--- src/rtl/mdu_pkg.sv ---
package mdu_pkg;
  typedef enum logic [1:0] {
    OP_MULU = 2'b00,
    OP_MULS = 2'b01,
    OP_DIVU = 2'b10,
    OP_NONE = 2'b11
  } mdu_op_e;

  typedef enum logic [1:0] {
    ST_IDLE = 2'b00,
    ST_RUN  = 2'b01,
    ST_DONE = 2'b10
  } mdu_st_e;
endpackage

--- src/rtl/mdu_ctrl.sv ---
module mdu_ctrl
  import mdu_pkg::*;
#(
  parameter int HALF_W = 16,
  localparam int BYTE_W = HALF_W / 2,
  localparam int CNT_W  = $clog2(HALF_W + 1)
) (
  input  logic clk,
  input  logic rst_n,
  input  logic start_i,
  input  logic op_ok_i,
  input  logic quick_i,
  input  logic wide_i,
  output logic accept_o,
  output logic step_o,
  output logic fin_o,
  output logic busy_o
);

  mdu_st_e          state_q, state_d;
  logic [CNT_W-1:0] cnt_q, cnt_d;

  always_comb begin
    state_d  = state_q;
    cnt_d    = cnt_q;
    accept_o = 1'b0;
    step_o   = 1'b0;
    case (state_q)
      ST_IDLE: begin
        if (start_i && op_ok_i) begin
          accept_o = 1'b1;
          if (quick_i) begin
            state_d = ST_DONE;
            cnt_d   = '0;
          end else begin
            state_d = ST_RUN;
            cnt_d   = wide_i ? CNT_W'(HALF_W) : CNT_W'(BYTE_W);
          end
        end
      end
      ST_RUN: begin
        step_o = 1'b1;
        cnt_d  = cnt_q - 1'b1;
        if (cnt_q == CNT_W'(1)) begin
          state_d = ST_DONE;
        end
      end
      ST_DONE: begin
        state_d = ST_IDLE;
      end
      default: begin
        state_d = ST_IDLE;
        cnt_d   = '0;
      end
    endcase
  end

  always_ff @(posedge clk or negedge rst_n) begin
    if (!rst_n) begin
      state_q <= ST_IDLE;
      cnt_q   <= '0;
    end else begin
      state_q <= state_d;
      cnt_q   <= cnt_d;
    end
  end

  assign fin_o  = (state_q == ST_DONE);
  assign busy_o = (state_q != ST_IDLE);

  // the step counter never runs empty while iterating
  a_r6_run_count_nonzero: assert property (@(posedge clk) disable iff (!rst_n)
    (state_q == ST_RUN) |-> (cnt_q != '0));

  // the completion state lasts a single cycle
  a_r6_done_one_cycle: assert property (@(posedge clk) disable iff (!rst_n)
    (state_q == ST_DONE) |=> (state_q == ST_IDLE));

  // busy only begins from a start request
  a_r9_busy_from_start: assert property (@(posedge clk) disable iff (!rst_n)
    $rose(busy_o) |-> $past(start_i));

  // nothing is accepted while busy
  a_r9_no_accept_busy: assert property (@(posedge clk) disable iff (!rst_n)
    busy_o |-> !accept_o);

endmodule

--- src/rtl/mdu_mul_dp.sv ---
module mdu_mul_dp #(
  parameter int HALF_W = 16,
  localparam int BYTE_W = HALF_W / 2,
  localparam int RES_W  = 2 * HALF_W
) (
  input  logic              clk,
  input  logic              rst_n,
  input  logic              load_i,
  input  logic              step_i,
  input  logic              signed_i,
  input  logic              wide_i,
  input  logic [HALF_W-1:0] a_i,
  input  logic [HALF_W-1:0] b_i,
  output logic [RES_W-1:0]  prod_o
);

  logic [RES_W-1:0]  acc_q, acc_d;
  logic [RES_W-1:0]  mcand_q, mcand_d;
  logic [HALF_W-1:0] mplier_q, mplier_d;
  logic              neg_q, neg_d;

  logic              a_neg, b_neg;
  logic [HALF_W-1:0] a_mag, b_mag;

  function automatic logic [HALF_W-1:0] mode_mag(
    input logic [HALF_W-1:0] v,
    input logic              wide,
    input logic              flip
  );
    logic [HALF_W-1:0] ext;
    logic [HALF_W-1:0] mask;
    ext  = wide ? v : {{(HALF_W-BYTE_W){1'b0}}, v[BYTE_W-1:0]};
    mask = wide ? {HALF_W{1'b1}} : {{(HALF_W-BYTE_W){1'b0}}, {BYTE_W{1'b1}}};
    return flip ? ((~ext + 1'b1) & mask) : ext;
  endfunction

  always_comb begin
    a_neg = signed_i && (wide_i ? a_i[HALF_W-1] : a_i[BYTE_W-1]);
    b_neg = signed_i && (wide_i ? b_i[HALF_W-1] : b_i[BYTE_W-1]);
    a_mag = mode_mag(a_i, wide_i, a_neg);
    b_mag = mode_mag(b_i, wide_i, b_neg);
  end

  always_comb begin
    acc_d    = acc_q;
    mcand_d  = mcand_q;
    mplier_d = mplier_q;
    neg_d    = neg_q;
    if (load_i) begin
      acc_d    = '0;
      mcand_d  = {{HALF_W{1'b0}}, a_mag};
      mplier_d = b_mag;
      neg_d    = a_neg ^ b_neg;
    end else if (step_i) begin
      acc_d    = acc_q + (mplier_q[0] ? mcand_q : '0);
      mcand_d  = {mcand_q[RES_W-2:0], 1'b0};
      mplier_d = {1'b0, mplier_q[HALF_W-1:1]};
    end
  end

  always_ff @(posedge clk or negedge rst_n) begin
    if (!rst_n) begin
      acc_q    <= '0;
      mcand_q  <= '0;
      mplier_q <= '0;
      neg_q    <= 1'b0;
    end else if (load_i || step_i) begin
      acc_q    <= acc_d;
      mcand_q  <= mcand_d;
      mplier_q <= mplier_d;
      neg_q    <= neg_d;
    end
  end

  assign prod_o = neg_q ? (~acc_q + 1'b1) : acc_q;

  // the magnitude accumulator never wraps during iteration
  a_r2_acc_grows: assert property (@(posedge clk) disable iff (!rst_n)
    (step_i && !load_i) |=> (acc_q >= $past(acc_q)));

  // the sign correction is fixed for the whole iteration
  a_r3_sign_steady: assert property (@(posedge clk) disable iff (!rst_n)
    (step_i && !load_i) |=> $stable(neg_q));

endmodule

--- src/rtl/mdu_div_dp.sv ---
module mdu_div_dp #(
  parameter int HALF_W = 16,
  localparam int BYTE_W = HALF_W / 2,
  localparam int RES_W  = 2 * HALF_W
) (
  input  logic              clk,
  input  logic              rst_n,
  input  logic              load_i,
  input  logic              step_i,
  input  logic              wide_i,
  input  logic [RES_W-1:0]  dvd_i,
  input  logic [HALF_W-1:0] dvs_i,
  output logic              zero_o,
  output logic              ovf_o,
  output logic [HALF_W-1:0] quo_o,
  output logic [HALF_W-1:0] rem_o
);

  logic [HALF_W-1:0] rem_q, rem_d;
  logic [HALF_W-1:0] quo_q, quo_d;
  logic [HALF_W-1:0] dvs_q, dvs_d;
  logic              live_q, live_d;

  logic [HALF_W:0]   trial;
  logic [HALF_W:0]   diff;
  logic              fits;

  always_comb begin
    if (wide_i) begin
      zero_o = (dvs_i == '0);
      ovf_o  = !zero_o && (dvd_i[RES_W-1:HALF_W] >= dvs_i);
    end else begin
      zero_o = (dvs_i[BYTE_W-1:0] == '0);
      ovf_o  = !zero_o && (dvd_i[HALF_W-1:BYTE_W] >= dvs_i[BYTE_W-1:0]);
    end
  end

  always_comb begin
    trial = {rem_q, quo_q[HALF_W-1]};
    diff  = trial - {1'b0, dvs_q};
    fits  = (trial >= {1'b0, dvs_q});
  end

  always_comb begin
    rem_d  = rem_q;
    quo_d  = quo_q;
    dvs_d  = dvs_q;
    live_d = live_q;
    if (load_i) begin
      live_d = !(zero_o || ovf_o);
      if (wide_i) begin
        rem_d = dvd_i[RES_W-1:HALF_W];
        quo_d = dvd_i[HALF_W-1:0];
        dvs_d = dvs_i;
      end else begin
        rem_d = {{BYTE_W{1'b0}}, dvd_i[HALF_W-1:BYTE_W]};
        quo_d = {dvd_i[BYTE_W-1:0], {BYTE_W{1'b0}}};
        dvs_d = {{BYTE_W{1'b0}}, dvs_i[BYTE_W-1:0]};
      end
    end else if (step_i) begin
      rem_d = fits ? diff[HALF_W-1:0] : trial[HALF_W-1:0];
      quo_d = {quo_q[HALF_W-2:0], fits};
    end
  end

  always_ff @(posedge clk or negedge rst_n) begin
    if (!rst_n) begin
      rem_q  <= '0;
      quo_q  <= '0;
      dvs_q  <= '0;
      live_q <= 1'b0;
    end else if (load_i || step_i) begin
      rem_q  <= rem_d;
      quo_q  <= quo_d;
      dvs_q  <= dvs_d;
      live_q <= live_d;
    end
  end

  assign quo_o = quo_q;
  assign rem_o = rem_q;

  // the partial remainder stays below the divisor on a valid divide
  a_r5_rem_below_divisor: assert property (@(posedge clk) disable iff (!rst_n)
    live_q |-> (rem_q < dvs_q));

  // a request is never flagged as both zero divisor and overflow
  a_r8_detect_exclusive: assert property (@(posedge clk) disable iff (!rst_n)
    !(zero_o && ovf_o));

endmodule

--- src/rtl/mdu_core.sv ---
module mdu_core
  import mdu_pkg::*;
#(
  parameter int HALF_W = 16,
  localparam int BYTE_W = HALF_W / 2,
  localparam int RES_W  = 2 * HALF_W
) (
  input  logic              clk,
  input  logic              rst_n,
  input  logic              start_i,
  input  logic [1:0]        op_i,
  input  logic              size_i,
  input  logic [RES_W-1:0]  dst_i,
  input  logic [HALF_W-1:0] src_i,
  output logic              busy_o,
  output logic              done_o,
  output logic [RES_W-1:0]  result_o,
  output logic              divzero_o,
  output logic              ovf_o
);

  logic              accept, step, fin;
  logic              req_div, op_ok, quick;
  logic              dv_zero, dv_ovf;
  logic [RES_W-1:0]  prod;
  logic [HALF_W-1:0] quo, rem;

  mdu_op_e           op_q;
  logic              wide_q;
  logic [RES_W-1:0]  dst_q;
  logic              dz_q, ov_q;

  logic [RES_W-1:0]  result_q, result_d;
  logic              dzo_q, ovo_q, done_q;

  assign req_div = (op_i == OP_DIVU);
  assign op_ok   = (op_i != OP_NONE);
  assign quick   = req_div && (dv_zero || dv_ovf);

  mdu_ctrl #(.HALF_W(HALF_W)) u_ctrl (
    .clk      (clk),
    .rst_n    (rst_n),
    .start_i  (start_i),
    .op_ok_i  (op_ok),
    .quick_i  (quick),
    .wide_i   (size_i),
    .accept_o (accept),
    .step_o   (step),
    .fin_o    (fin),
    .busy_o   (busy_o)
  );

  mdu_mul_dp #(.HALF_W(HALF_W)) u_mul (
    .clk      (clk),
    .rst_n    (rst_n),
    .load_i   (accept && !req_div),
    .step_i   (step && (op_q != OP_DIVU)),
    .signed_i (op_i == OP_MULS),
    .wide_i   (size_i),
    .a_i      (dst_i[HALF_W-1:0]),
    .b_i      (src_i),
    .prod_o   (prod)
  );

  mdu_div_dp #(.HALF_W(HALF_W)) u_div (
    .clk      (clk),
    .rst_n    (rst_n),
    .load_i   (accept && req_div),
    .step_i   (step && (op_q == OP_DIVU)),
    .wide_i   (size_i),
    .dvd_i    (dst_i),
    .dvs_i    (src_i),
    .zero_o   (dv_zero),
    .ovf_o    (dv_ovf),
    .quo_o    (quo),
    .rem_o    (rem)
  );

  always_ff @(posedge clk or negedge rst_n) begin
    if (!rst_n) begin
      op_q   <= OP_MULU;
      wide_q <= 1'b0;
      dst_q  <= '0;
      dz_q   <= 1'b0;
      ov_q   <= 1'b0;
    end else if (accept) begin
      op_q   <= mdu_op_e'(op_i);
      wide_q <= size_i;
      dst_q  <= dst_i;
      dz_q   <= req_div && dv_zero;
      ov_q   <= req_div && dv_ovf;
    end
  end

  always_comb begin
    result_d = '0;
    if (op_q == OP_DIVU) begin
      if (dz_q) begin
        result_d = dst_q;
      end else if (ov_q) begin
        result_d = '0;
      end else if (wide_q) begin
        result_d = {rem, quo};
      end else begin
        result_d = {{HALF_W{1'b0}}, rem[BYTE_W-1:0], quo[BYTE_W-1:0]};
      end
    end else begin
      result_d = wide_q ? prod : {{HALF_W{1'b0}}, prod[HALF_W-1:0]};
    end
  end

  always_ff @(posedge clk or negedge rst_n) begin
    if (!rst_n) begin
      result_q <= '0;
      dzo_q    <= 1'b0;
      ovo_q    <= 1'b0;
    end else if (fin) begin
      result_q <= result_d;
      dzo_q    <= dz_q;
      ovo_q    <= ov_q;
    end
  end

  always_ff @(posedge clk or negedge rst_n) begin
    if (!rst_n) begin
      done_q <= 1'b0;
    end else begin
      done_q <= fin;
    end
  end

  assign done_o    = done_q;
  assign result_o  = result_q;
  assign divzero_o = dzo_q;
  assign ovf_o     = ovo_q;

  // outputs hold between completion strobes
  a_r12_result_hold: assert property (@(posedge clk) disable iff (!rst_n)
    !done_o |-> ($stable(result_o) && $stable(divzero_o) && $stable(ovf_o)));

  // completion is a single-cycle strobe
  a_r6_done_single: assert property (@(posedge clk) disable iff (!rst_n)
    done_o |=> !done_o);

  // the two divide flags never appear together
  a_r7_flags_exclusive: assert property (@(posedge clk) disable iff (!rst_n)
    !(divzero_o && ovf_o));

  // a zero-divisor completion hands back the original destination
  a_r7_dst_returned: assert property (@(posedge clk) disable iff (!rst_n)
    (done_o && divzero_o) |-> (result_o == dst_q));

  // a no-op code never makes the unit busy
  a_r10_none_ignored: assert property (@(posedge clk) disable iff (!rst_n)
    (!busy_o && start_i && (op_i == OP_NONE)) |=> !busy_o);

endmodule

--- config.mk ---
export PLATFORM = sky130hd
export DESIGN_NAME = mdu_core
export DESIGN_NICKNAME = d
export VERILOG_FILES = /design/src/rtl/mdu_pkg.sv /design/src/rtl/mdu_ctrl.sv /design/src/rtl/mdu_mul_dp.sv /design/src/rtl/mdu_div_dp.sv /design/src/rtl/mdu_core.sv
export SDC_FILE = /design/constraint.sdc
export NUM_CORES = 1
export LEC_CHECK = 0
export BUFFER_PORTS_ARGS = -buffer_cell sky130_fd_sc_hd__buf_4
export CAP_MARGIN = 20
export CORE_MARGIN = 1.5
export CORE_UTILIZATION = 45
export CTS_CLUSTER_SIZE = 12
export DETAILED_ROUTE_END_ITERATION = 6
export PLACE_DENSITY_LB_ADDON = 0.05
export SKIP_CTS_REPAIR_TIMING = 1
export SLEW_MARGIN = 20
export SYNTH_ARGS = -nofsm -noshare
export SYNTH_HDL_FRONTEND = slang
export SYNTH_SLANG_ARGS = --single-unit
--- constraint.sdc ---
create_clock -name clk -period 3.7 [get_ports clk]
set_input_delay 0.37 -clock clk [delete_from_list [all_inputs] [get_ports clk]]
set_output_delay 0.37 -clock clk [all_outputs]
set_load 0.01 [all_outputs]
==> flow_metrics.tcl <==
set metrics [dict create \
    avgViaCountPerCell 5.79 \
    routed_wl_um 42000 \
    rsz0062_at_grt "true" \
    crit_buf_inv 1 \
    synth_top_family_by_area "compound AO/OA/AOI/OAI gates" \
    async_flop_share_pct 100 \
    nNetsFinal 1744 \
    synth_xor_area_share_pct 5.95 \
    synth_compound_area_share_pct 21.9 \
    clk_pin_slew_ps 60 \
    intPower_mw 7.50 \
    syn_nets 1669 \
    crit_fanout 16 \
    synth.distinct_cells 65 \
    drc_errors 0 \
    fin_crit_sh_pct 96.3 \
    pwr-share-clk_pct 20.2 \
    r2r_cells 13 \
    power.leakage_nw 7.03 \
    worstSetupEndpointType "flip-flop" \
    p_seq_share_pct 31.4 \
    die-area_um2 30800 \
    fin_cells 2015 \
    outcome "finished, violations left" \
    fin_hold_ws_ps -47.6 \
    die_x_um 175 \
    rows 62 \
    start_util_pct 46.1 \
    drtIter0Drc 940 \
    dr.pass1.iters 5 \
    place_congestion 0.903 \
    avgSynthCellArea_um2 8.71 \
    worstHoldPathType "primary input to asynchronous set/reset pin" \
    required_ps 4090 \
    netlist_area_um2 13400 \
    worstMarginPinSlew_ps 1040 \
    hpwl_um 30800 \
    area_growth_pct 15.3 \
    skew_ps 16.7 \
    die_h_um 175 \
    violations "negative hold slack" \
    ys_seq_area_share_pct 38.9 \
    grtUsageTotal_pct 27.5 \
    overflow 0 \
    yosys.area_share.simple_pct 16.6 \
    synthAdderAreaFrac_pct 7.40 \
    fmax_mhz 281 \
    crit_chain "buf_4 > and2_1 > ha_1 > and4_1 > nor2b_1 > or4_1 > o211a_1 > o2111ai_1 > a31oi_1 > or4_1 > a31oi_1 > xnor2_1 > o21ai_0" \
    clock-sinks 208 \
    place_inst 1967 \
    slowest_stage "or4_1" \
    postRouteAntennaNets 0 \
    synthMuxAreaShare_pct 4.93 \
    worstPathArrival_ps 3950 \
    pin_count 90 \
    sw_frac_of_total_pct 43.1 \
    slew_viol_final 0 \
    grt_pass1_wl_um 65500 \
    p_switching_mw 5.68 \
    cp_top_family "simple AND/OR/NAND/NOR gates" \
    setup_viol 0 \
    cts_buffers 27 \
    power_density_nw_per_um2 854 \
    worstSetupPathType "flip-flop to flip-flop" \
    power_mw 13.2 \
    synth_flop_cell "dfrtp_1" \
    cts-root-buf "clkbuf_16" \
    r2r_setup_slack_ps 140 \
    drv_cap 0 \
    drive_gt1_share_pct 13.8 \
    routedWlPerCell_um 20.8 \
    startpoint_type "flip-flop" \
    min_period_ps 3560 \
    timing.slew.headroom_pct 30.6 \
    ir_drop_mv 0.539 \
    hold_viol_final 69 \
    timing.rr.start "u_mul.mplier_q[0]$_DFFE_PN0P_" \
    grt_pass1_vias 11400 \
    ys_ff_latch 208 \
    clock_path_buffers 3 \
    grt_max_degree 105 \
    r2r_end "u_mul.acc_q[31]$_DFFE_PN0P_" \
    vias 11700 \
    power_frac_comb_pct 48.4 \
    grt_antenna_before_repair 2 \
    max_stage_delay_ps 460 \
    cts_tree "yes" \
    syn_inst 1537 \
    synth-edff-count 0 \
    clock_latency_ps 540 \
    ys.warnings.count 0 \
    htreeDepth 1 \
    core_um2 29000 \
    portBuffers 89 \
]
==> placed cells by master, fill, tap and decap left out, types with 36 or more instances in the layout <==
cell	Yosys	final
o21ai_0	184	183
buf_4	0	128
ha_1	76	76
a21oi_1	101	100
nand3_1	54	54
inv_1	56	56
dfrtp_1	208	207
nor2_1	87	85
nand2_1	192	190
and2_1	37	36
xnor2_1	63	63
==> registers in the layout, indices dropped and copies added, names as in the netlist, 2 cells and up <==
signal,cells
op_q,2
u_div.rem_o,16
u_div.quo_o,16
u_div.dvs_q,16
u_mul.mcand_q,32
u_ctrl.state_q,2
result_o,32
dst_q,32
u_ctrl.cnt_q,5
u_mul.acc_q,32
u_mul.mplier_q,16
==> kinds of logic (layout without fill, tap and decap cells) <==
group	after synthesis	count (layout)
AO/OA/AOI/OAI	484	484
flip-flops	208	208
other	0	1
adder cells (fa/ha/maj)	78	78
AND/OR/NAND/NOR	473	473
buffers and inverters	141	234
multiplexers	62	62
XOR/XNOR	91	91
==> Yosys cell counts, types with 13 or more instances <==
cell type	count	share of area (%)
xor2_1	28	1.8
inv_1	56	1.6
a21oi_1	101	3.8
o21ai_0	184	6.9
nand2_1	192	5.4
a22oi_1	33	1.9
a31oi_1	31	1.4
ha_1	76	7.1
and2_1	37	1.7
a21o_1	24	1.3
clkbuf_1	74	2.1
o31ai_1	14	0.79
xnor2_1	63	4.1
nand3_1	54	2.0
nand2b_1	15	0.70
dfrtp_1	208	39
mux2i_1	31	2.3
mux2_2	31	2.6
nor2_1	87	2.4
nand4_1	13	0.61
a211oi_1	18	1.0
==> worst max path at each step <==
stage,to,start,slack (ps),cells after the start
final,u_mul.acc_q[31]$_DFFE_PN0P_,u_mul.mplier_q[0]$_DFFE_PN0P_,140,13
after global routing,u_mul.acc_q[31]$_DFFE_PN0P_,u_mul.mplier_q[0]$_DFFE_PN0P_,-20,13
after CTS,u_mul.acc_q[31]$_DFFE_PN0P_,u_mul.mplier_q[0]$_DFFE_PN0P_,100,13
after detailed placement,u_mul.acc_q[31]$_DFFE_PN0P_,u_mul.mplier_q[0]$_DFFE_PN0P_,100,13
after global placement,u_mul.acc_q[31]$_DFFE_PN0P_,u_mul.mplier_q[0]$_DFFE_PN0P_,170,13
after floorplan,u_mul.acc_q[30]$_DFFE_PN0P_,u_mul.mplier_q[0]$_DFFE_PN0P_,180,13
==> layout make-up <==
type                            count  area, µm²
Antenna cell                        1       2.50
Clock buffer                       37        763
Clock inverter                     10        135
Fill cell                        2811      13600
Inverter                           56        210
Multi-Input combinational cell   1188       7630
Sequential cell                   208       5210
Tap cell                          384        480
Timing Repair Buffer              131       1010
==> stage by stage <==
| stage | setup slack (ps) | hold slack (ps) | area, µm² | TNS [ps] | util, % |
|---|---|---|---|---|---|
| 3_3_place_gp | 167 | 458 | 14500 | 0 | 50.1 |
| 5_1_grt | -17.6 | 20.0 | 15400 | -17.6 | 53.2 |
| 3_5_place_dp | 103 | 463 | 14500 | 0 | 50.1 |
| 4_1_cts | 100 | -0.237 | 15400 | 0 | 53.2 |
| 2_1_floorplan | 182 | 74.4 | 13400 | 0 | - |
| 6_report | 136 | -47.6 | 15400 | 0 | 53.2 |
==> power groups by stage <==
stage | combinational [mW] | clock, mW | sequential, mW
after global routing | 7.14 | 2.80 | 4.27
after CTS | 6.41 | 2.71 | 4.13
final | 6.39 | 2.67 | 4.13
after detailed placement | 6.38 | 0 | 4.16
after floorplan | 4.55 | 0 | 3.91
after global placement | 6.31 | 0 | 4.14
==> metal layers <==
layer | global-route usage, % | up-vias | share of wire (%)
met4 | 10.8 | 0 | 4.3
li1 | - | 5667 | -
met1 | 36.3 | 5626 | 44
met5 | 0 | - | 0
met2 | 45.5 | 280 | 47
met3 | 4.05 | 84 | 5.0
Power figures use the tool's default switching activity.
